--- src/rtl/seq_run_pkg.sv ---
package seq_run_pkg;

  typedef enum logic [1:0] {
    ST_IDLE  = 2'd0,
    ST_FETCH = 2'd1,
    ST_EXEC  = 2'd2
  } run_st_e;

  // Bit positions of the control byte (decoded by software).
  localparam int unsigned CB_STEP  = 4;
  localparam int unsigned CB_PUSH  = 3;
  localparam int unsigned CB_START = 2;
  localparam int unsigned CB_MASK  = 1;

  typedef struct packed {
    logic step;
    logic push;
    logic start;
    logic mask;
  } ctl_t;

  // Pending flag indices.
  localparam int unsigned PF_STEP = 0;
  localparam int unsigned PF_EXT  = 1;
  localparam int unsigned PF_NUM  = 2;

endpackage

--- src/rtl/seq_ctl_reg.sv ---
module seq_ctl_reg
  import seq_run_pkg::*;
#(
  parameter int unsigned DATA_W = 8
) (
  input  logic              clk,
  input  logic              rst_n,
  input  logic              wr_en,
  input  logic [DATA_W-1:0] wdata,
  input  logic              int_set,
  output ctl_t              ctl_o,
  output logic [DATA_W-1:0] rdata
);

  ctl_t ctl_q, ctl_d;

  always_comb begin
    ctl_d = ctl_q;
    if (wr_en) begin
      ctl_d.step  = wdata[CB_STEP];
      ctl_d.push  = wdata[CB_PUSH];
      ctl_d.start = wdata[CB_START];
      ctl_d.mask  = wdata[CB_MASK];
    end
    // A new interrupt retires the start command, over any write.
    if (int_set) ctl_d.start = 1'b0;
  end

  always_ff @(posedge clk or negedge rst_n) begin
    if (!rst_n) ctl_q <= '0;
    else        ctl_q <= ctl_d;
  end

  always_comb begin
    rdata           = '0;
    rdata[CB_STEP]  = ctl_q.step;
    rdata[CB_PUSH]  = ctl_q.push;
    rdata[CB_START] = ctl_q.start;
    rdata[CB_MASK]  = ctl_q.mask;
  end

  assign ctl_o = ctl_q;

  // start never survives an interrupt event
  p_start_clear_r7: assert property (@(posedge clk) disable iff (!rst_n)
    int_set |=> !ctl_q.start);

endmodule

--- src/rtl/seq_run_fsm.sv ---
module seq_run_fsm
  import seq_run_pkg::*;
#(
  parameter int unsigned ADDR_W = 32
) (
  input  logic              clk,
  input  logic              rst_n,
  input  logic              start,
  input  logic              step_mode,
  input  logic              manual_mode,
  input  logic              ptr_load,
  input  logic              pend_any,
  input  logic              ext_irq,
  input  logic              instr_done,
  input  logic [ADDR_W-1:0] script_ptr,
  output logic              fetch_req,
  output logic [ADDR_W-1:0] fetch_addr,
  output logic              step_done,
  output logic              busy
);

  run_st_e st_q, st_d;
  logic    kick_q, kick_d;
  logic    launch;

  assign kick_d    = ptr_load & ~manual_mode;
  assign step_done = (st_q == ST_EXEC) & instr_done & step_mode;
  assign launch    = (start | kick_q) & ~pend_any & ~ext_irq;

  always_comb begin
    st_d = st_q;
    unique case (st_q)
      ST_IDLE:  if (launch) st_d = ST_FETCH;
      ST_FETCH: st_d = ST_EXEC;
      ST_EXEC: begin
        if (instr_done) begin
          if (step_mode || pend_any || ext_irq) st_d = ST_IDLE;
          else                                  st_d = ST_FETCH;
        end
      end
      default:  st_d = ST_IDLE;
    endcase
  end

  always_ff @(posedge clk or negedge rst_n) begin
    if (!rst_n) begin
      st_q   <= ST_IDLE;
      kick_q <= 1'b0;
    end else begin
      st_q   <= st_d;
      kick_q <= kick_d;
    end
  end

  assign fetch_req  = (st_q == ST_FETCH);
  assign fetch_addr = fetch_req ? script_ptr : '0;
  assign busy       = (st_q != ST_IDLE);

  // a fetch request lasts one cycle
  p_fetch_pulse_r3: assert property (@(posedge clk) disable iff (!rst_n)
    fetch_req |=> !fetch_req);

  // free-running chains straight into the next fetch
  p_free_run_r5: assert property (@(posedge clk) disable iff (!rst_n)
    (st_q == ST_EXEC && instr_done && !step_mode && !pend_any && !ext_irq)
      |=> fetch_req);

  // a stepped instruction ends in idle
  p_step_halt_r6: assert property (@(posedge clk) disable iff (!rst_n)
    (st_q == ST_EXEC && instr_done && step_mode) |=> (st_q == ST_IDLE));

endmodule

--- src/rtl/seq_irq_status.sv ---
module seq_irq_status
  import seq_run_pkg::*;
#(
  parameter int unsigned NSRC = PF_NUM
) (
  input  logic            clk,
  input  logic            rst_n,
  input  logic [NSRC-1:0] set_ev,
  input  logic            clr,
  input  logic            mask,
  input  logic            push,
  output logic [NSRC-1:0] pend,
  output logic            irq_n_out,
  output logic            irq_oe
);

  logic [NSRC-1:0] pend_q, pend_d;
  logic            active;

  for (genvar i = 0; i < NSRC; i++) begin : g_flag
    // Set wins over a clearing read in the same cycle.
    assign pend_d[i] = set_ev[i] | (pend_q[i] & ~clr);
  end

  always_ff @(posedge clk or negedge rst_n) begin
    if (!rst_n) pend_q <= '0;
    else        pend_q <= pend_d;
  end

  assign active    = (|pend_q) & ~mask;
  assign irq_n_out = ~active;
  assign irq_oe    = push ? ~mask : active;
  assign pend      = pend_q;

  // a read with no new event empties the flags
  p_clear_r9: assert property (@(posedge clk) disable iff (!rst_n)
    (clr && set_ev == '0) |=> (pend_q == '0));

  // without a read, no flag is ever lost
  p_hold_r11: assert property (@(posedge clk) disable iff (!rst_n)
    !clr |=> ((pend_q & $past(pend_q)) == $past(pend_q)));

  // masked pin stays released high
  p_mask_r11: assert property (@(posedge clk) disable iff (!rst_n)
    mask |-> irq_n_out);

  // open-drain enables only to pull low
  p_open_drain_r12: assert property (@(posedge clk) disable iff (!rst_n)
    (!push && irq_oe) |-> !irq_n_out);

endmodule

--- src/rtl/seq_run_ctl.sv ---
module seq_run_ctl
  import seq_run_pkg::*;
#(
  parameter int unsigned ADDR_W = 32,
  parameter int unsigned DATA_W = 8
) (
  input  logic              clk,
  input  logic              rst_n,
  input  logic              ctl_wr,
  input  logic [DATA_W-1:0] ctl_wdata,
  output logic [DATA_W-1:0] ctl_rdata,
  input  logic              manual_mode,
  input  logic              ptr_load,
  input  logic [ADDR_W-1:0] script_ptr,
  input  logic              instr_done,
  input  logic              ext_irq,
  input  logic              stat_rd,
  output logic              fetch_req,
  output logic [ADDR_W-1:0] fetch_addr,
  output logic              busy,
  output logic [PF_NUM-1:0] int_status,
  output logic              irq_n_out,
  output logic              irq_oe
);

  logic [1:0]        rst_sync_q;
  logic              rst_int_n;
  ctl_t              ctl;
  logic              step_done;
  logic [PF_NUM-1:0] set_ev;
  logic              int_set;

  // Asynchronous assert, synchronous release.
  always_ff @(posedge clk or negedge rst_n) begin
    if (!rst_n) rst_sync_q <= '0;
    else        rst_sync_q <= {rst_sync_q[0], 1'b1};
  end
  assign rst_int_n = rst_sync_q[1];

  always_comb begin
    set_ev          = '0;
    set_ev[PF_STEP] = step_done;
    set_ev[PF_EXT]  = ext_irq;
  end
  assign int_set = |set_ev;

  seq_ctl_reg #(.DATA_W(DATA_W)) u_ctl (
    .clk     (clk),
    .rst_n   (rst_int_n),
    .wr_en   (ctl_wr),
    .wdata   (ctl_wdata),
    .int_set (int_set),
    .ctl_o   (ctl),
    .rdata   (ctl_rdata)
  );

  seq_run_fsm #(.ADDR_W(ADDR_W)) u_fsm (
    .clk         (clk),
    .rst_n       (rst_int_n),
    .start       (ctl.start),
    .step_mode   (ctl.step),
    .manual_mode (manual_mode),
    .ptr_load    (ptr_load),
    .pend_any    (|int_status),
    .ext_irq     (ext_irq),
    .instr_done  (instr_done),
    .script_ptr  (script_ptr),
    .fetch_req   (fetch_req),
    .fetch_addr  (fetch_addr),
    .step_done   (step_done),
    .busy        (busy)
  );

  seq_irq_status #(.NSRC(PF_NUM)) u_irq (
    .clk       (clk),
    .rst_n     (rst_int_n),
    .set_ev    (set_ev),
    .clr       (stat_rd),
    .mask      (ctl.mask),
    .push      (ctl.push),
    .pend      (int_status),
    .irq_n_out (irq_n_out),
    .irq_oe    (irq_oe)
  );

endmodule

--- config.mk ---
export PLATFORM = sky130hd
export DESIGN_NAME = seq_run_ctl
export DESIGN_NICKNAME = d
export VERILOG_FILES = /design/src/rtl/seq_run_pkg.sv /design/src/rtl/seq_ctl_reg.sv /design/src/rtl/seq_run_fsm.sv /design/src/rtl/seq_irq_status.sv /design/src/rtl/seq_run_ctl.sv
export SDC_FILE = /design/constraint.sdc
export NUM_CORES = 1
export LEC_CHECK = 0
export BUFFER_PORTS_ARGS = -buffer_cell sky130_fd_sc_hd__buf_2
export CORE_MARGIN = 4
export CORE_UTILIZATION = 30
export CTS_CLUSTER_DIAMETER = 40
export DETAILED_ROUTE_END_ITERATION = 10
export MAX_ROUTING_LAYER = met4
export PLACE_DENSITY_LB_ADDON = 0.05
export SYNTH_ARGS = -nofsm -noshare
export SYNTH_HDL_FRONTEND = slang
export SYNTH_SLANG_ARGS = --single-unit
--- constraint.sdc ---
create_clock -name clk -period 2.94 [get_ports clk]
set_input_delay 0.735 -clock clk [delete_from_list [all_inputs] [get_ports clk]]
set_output_delay 0.735 -clock clk [all_outputs]
set_load 0.03 [all_outputs]
Word-level counts from Yosys, hierarchy flattened --
Index checks and enable logic that the tools add are counted.
Word-level totals: register bits after elaboration 11, bits of input ports 48, output and inout bits 46, word-level logic and storage cells 45
Cells by class: equal/unequal tests 4, mux-type cells 8, bitwise gates (word level) 17, reduce and logical (&&, ||, !) cells 8
Operators with widths (number):
- two-way mux 32 bit | 1
- AND 1 bit | 8
- two-way mux 2 bit | 3
- inverter 1 bit | 6
- one-hot mux 2 bit (3 select lines) | 1
- nonzero test 2 bit | 2
- OR reduction 2 bit | 2
- two-way mux 1 bit | 3
- OR 1 bit | 3
- equality test 2 x 1 -> 1 bit, second input constant | 1
- equality test 2 bit, second input constant | 1
- zero test 2 bit | 1
- logical OR 1 bit | 2
- inequality test 2 x 1 -> 1 bit, second input constant | 1
- inequality test 2 bit, second input constant | 1
- AND reduction 2 bit | 1

Longest topological paths before layout --
depth in word-level cells 6, mapped depth 3

Hierarchy --
From an unflattened synthesis, not the netlist that was laid out.
Second synthesis, totals: cells, all modules 79, area total of the unflattened synthesis 734.5 µm²
By module, submodules not included:
- seq_run_fsm | times used 1, cells each 48, area each 366.6 µm², seq. area each 75.1 µm²
- seq_ctl_reg | times used 1, cells each 18, area each 211.5 µm², seq. area each 100.1 µm²
- seq_irq_status | times used 1, cells each 8, area each 90.1 µm², seq. area each 50.0 µm²
- seq_run_ctl | times used 1, cells each 5, area each 66.3 µm², seq. area each 50.0 µm²

Least setup slack after synthesis --
Ideal clock, no wire load.
path kind reg-to-output, start point register u_fsm.st_q[1], end point output port fetch_addr[16], data arrival time 1.216 ns, required time 2.205 ns, path slack 0.989 ns, cell stages (with the launch flop) 4, cells stage by stage dfrtp_1 > and2b_2 > buf_2 > and2_1
Between the ends: cells in the longest elaborated chain, start to end 2
RTL lines:
- start, declared | RTL line seq_run_fsm.sv:22 | run_st_e st_q, st_d;
- start signal, assigned | RTL line seq_run_fsm.sv:50 | st_q <= st_d;
- equality test 2 x 1 -> 1 bit | RTL line seq_run_fsm.sv:55 | assign fetch_req = (st_q == ST_FETCH);
- via fetch_req | RTL line seq_run_ctl.sv:18 | output logic fetch_req,
- two-way mux 32 bit | RTL line seq_run_fsm.sv:56 | assign fetch_addr = fetch_req ? script_ptr : '0;
- end, declared | RTL line seq_run_ctl.sv:19 | output logic [ADDR_W-1:0] fetch_addr,
The timed path passes the listed nets, and every way through them passes these cells.

Final worst setup path --
start point register u_fsm.st_q[1], end point output port fetch_addr[14]
Between the ends: cells in the longest elaborated chain, start to end 2
RTL lines (RTL line):
- equality test 2 x 1 -> 1 bit | seq_run_fsm.sv:55
- two-way mux 32 bit | seq_run_fsm.sv:56
No other way between the ends.

==> impl_summary.txt <==
----------------------------------------------------
[Routing]
  Routed wire length per instance ... 10.5 µm
  TritonRoute pass-1 iters ... 3
  Antenna-violating nets left ... 0
  Avg Vias per Cell ... 4.12
  DRC violations left ... 0
  Final WL ... 1.97 mm
  Initial DRC count ... 32
  Overall via count from detail_route ... 771

[Clocking]
  Hold bufs inserted after CTS ... 0
  Post-cts repair resize count ... 0
  Clock sinks ... 11
  Setup repair bufs after CTS ... 0
  H-tree depth ... 1
  Later-pin clock latency in the skew report ... 260 ps
  Clk slew on worst S/H paths ... 70 ps
  CTS root buf ... sky130_fd_sc_hd__clkbuf_4
  Clock tree from TritonCTS ... done
  TritonCTS Buffers ... 3
  Worst-case clock buffer depth ... 2

[Place]
  Dpl hpwl ... approximately 1.7 mm
  Number of buffers added on ports ... 85
  RePlAce Congestion ... 0.698
  Cell area after placement ... 1110 µm²
  Placed cell count ... 183

[STA]
  Max frequency ... 437 MHz
  Clock skew after layout ... 1.83 ps
  Period utilisation layout ... 0.778
  Minimum clock period ... 2290 ps
  Setup violation total in the final timing report ... 0
  Total Negative Setup Slacks ... 0 ps
  Max Transition Viols Final ... 0
  Unrepaired setup endpoints after global routing ... false
  Count of final hold-check violations ... 0

[Critical path]
  Critical path arrival ... approximately 1600 ps
  Cells traversed along the worst timing path ... and2b_2, and2_1, buf_2
  Endpoint class of the critical path ... output pin
  CP Launch Type ... flop
  Critical path peak fanout ... 34
  Largest stage delay, worst path ... 480 ps
  Count of buffer and inverter cells on the critical path ... 1
  Worst endpoint required time ... 2200 ps
  Category of cells accounting for the largest share of critical-path delay ... simple AND/OR/NAND/NOR gates
  Kind of critical path ... reg2out
  Worst setup slack for register-to-register paths ... 1700 ps
  Master of the slowest instance on the critical path ... sky130_fd_sc_hd__and2b_2

[GRT]
  Number of global-route vias before repair ... roughly 730
  First-pass GRT wire length ... 3.10 mm
  Pin count of the biggest net entering global routing ... 35
  Congestion Overflow GR ... 0
  Global Route Usage Sum ... 0.121
  Antenna violations before repair ... 0

[Yosys]
  Post-synth top flop ... sky130_fd_sc_hd__dfrtp_1
  Area fraction of the dominant cell type after synthesis ... 0.385
  Number of enable flip-flop cells after synthesis ... 0
  Cell types with the largest area share after synthesis ... sky130_fd_sc_hd__dfrtp_1 38%, sky130_fd_sc_hd__and2_1 28%, sky130_fd_sc_hd__buf_4 8.4%, sky130_fd_sc_hd__mux2_2 6.3%, sky130_fd_sc_hd__or2_2 1.7%
  Top cell type by total area after synthesis ... sky130_fd_sc_hd__dfrtp_1
  Seq/Total Area, Yosys ... 0.385
  FFs w/ async S/R, synth ... 1.00
  Yosys reg bits ... 11
  Netlist Area Pre-Place ... about 720 µm²
  Most common cell in the synthesized netlist ... sky130_fd_sc_hd__and2_1
  Warnings from Yosys ... 0
  Post-Synthesis Mean Instance Area ... between 9 and 10 µm²
  Synth cell types ... 22
  Number of standard cells after synthesis ... 78
  Most frequent cells after synthesis ... 32 x sky130_fd_sc_hd__and2_1, 11 x sky130_fd_sc_hd__dfrtp_1, 8 x sky130_fd_sc_hd__buf_4, 4 x sky130_fd_sc_hd__mux2_2

[Floorplan]
  Core area ... 2230 µm²
  Number of placed I/O pins ... between 90 and 100
  Site row count ... 17
  Initial Util ... 0.320
  Die Footprint ... 3230 µm²
  Horizontal extent of the die ... about 57 µm
  Die span in y ... 56.8 µm

[Cells and area]
  Fraction of final layout cells with drive strength greater than 1 ... 0.604
  Final net count ... 208
  Layout Area Growth over Synthesis ... 59.6%
  Count of placed standard cells in the final layout, fillers left out ... 187
  Area of all placed cells without fillers ... roughly 1100 µm²
  Count of inserted antenna diode cells ... 0

[Run]
  Max Cap Violations ... 0

[Pwr]
  Overall power consumption ... just over 0.0004 W
  Power Dens Cells ... between 300 and 400 nW/µm²
  Leakage Power ... 0.725 nW
  Worst supply voltage drop on vdd ... 0.246 mV

[Worst hold path]
  Kind of path behind the tightest hold check ... reg2async

[Outcome]
  Result of the run ... finished, final reports clean

----------------------------------------------------
## sequential cells by signal, summed over array words and instances, names as in the netlist
signal,flops
u_fsm.st_q,2
u_irq.pend,2
u_ctl.ctl_o,4
rst_sync_q,2
u_fsm.kick_q,1
## logic make-up (layout without fill, tap and decap cells)
logic type      after synthesis  in the layout  synth area share
compound gates                4              4            0.0385
buf+inv                      13             91             0.112
mux                           4              4            0.0629
other cells                   2              5            0.0105
flops                        11             11             0.385
simple gates                 44             44             0.392
## worst reg2reg max path, delay by kind of cell, from the launching register on
kind	cells	cell delay, ps
simple gates	2	720
flops	1	410
## where the power goes
| part | internal (W) | total, W | switching [W] |
|---|---|---|---|
| clock | 0.0000503 | 0.000101 | 0.0000509 |
| sequential | 0.000162 | 0.000173 | 0.0000113 |
| combinational | 0.0000555 | 0.000141 | 0.0000857 |
| total | 0.000268 | 0.000416 | 0.000148 |
## per-layer routing
layer / part of all wire / track usage / vias up
met5: 0 / - / -
met3: 0.15 / 0.0368 / 0
li1: - / - / 395
met2: 0.49 / 0.215 / 50
met4: 0 / 0.0397 / 0
met1: 0.35 / 0.126 / 326
## cell type report
type	count	area, µm²
fillers	233	1090
repair buffers	85	425
multi-input cells	57	372
flip-flops and latches	11	275
well taps	28	35.0
clock buffers	3	22.5
inverters	2	7.51
clock inverters	1	5.00
## worst paths after layout
path                                    start             end  cells after the start
worst max-delay path            u_fsm.st_q[1]  fetch_addr[14]                      3
worst min-delay path            rst_sync_q[1]  u_ctl.ctl_o[3]                      0
worst max register to register  u_fsm.st_q[1]   u_fsm.st_q[1]                      2
worst min register to register  rst_sync_q[1]  u_ctl.ctl_o[3]                      0
max in group asynchronous       rst_sync_q[1]  u_ctl.ctl_o[2]                      0
min in group clk                rst_sync_q[0]   rst_sync_q[1]                      0
## cell usage in the layout, fill, tap and decap left out, drive strengths merged
cell type	instances
or2	2
and2	32
nor3b	1
nand2b	1
nor2	1
dfrtp	11
inv	2
a211oi	1
clkbuf	3
or4	1
and3b	1
clkinv	1
o21ai	1
nand4b	1
nor3	2
o21bai	1
nor2b	1
mux2	4
a21o	1
conb	5
and2b	1
buf	85
## metrics by stage
| stage | setup slack [ps] | util | hold slack [ps] |
|---|---|---|---|
| after floorplan | 989 | - | 108 |
| after global placement | 960 | 0.499 | 160 |
| after detailed placement | 916 | 0.499 | 168 |
| after CTS | 612 | 0.511 | 172 |
| after global routing | 502 | 0.511 | 192 |
| final | 653 | 0.511 | 152 |
No activity file was read; power rests on OpenSTA's default activity.
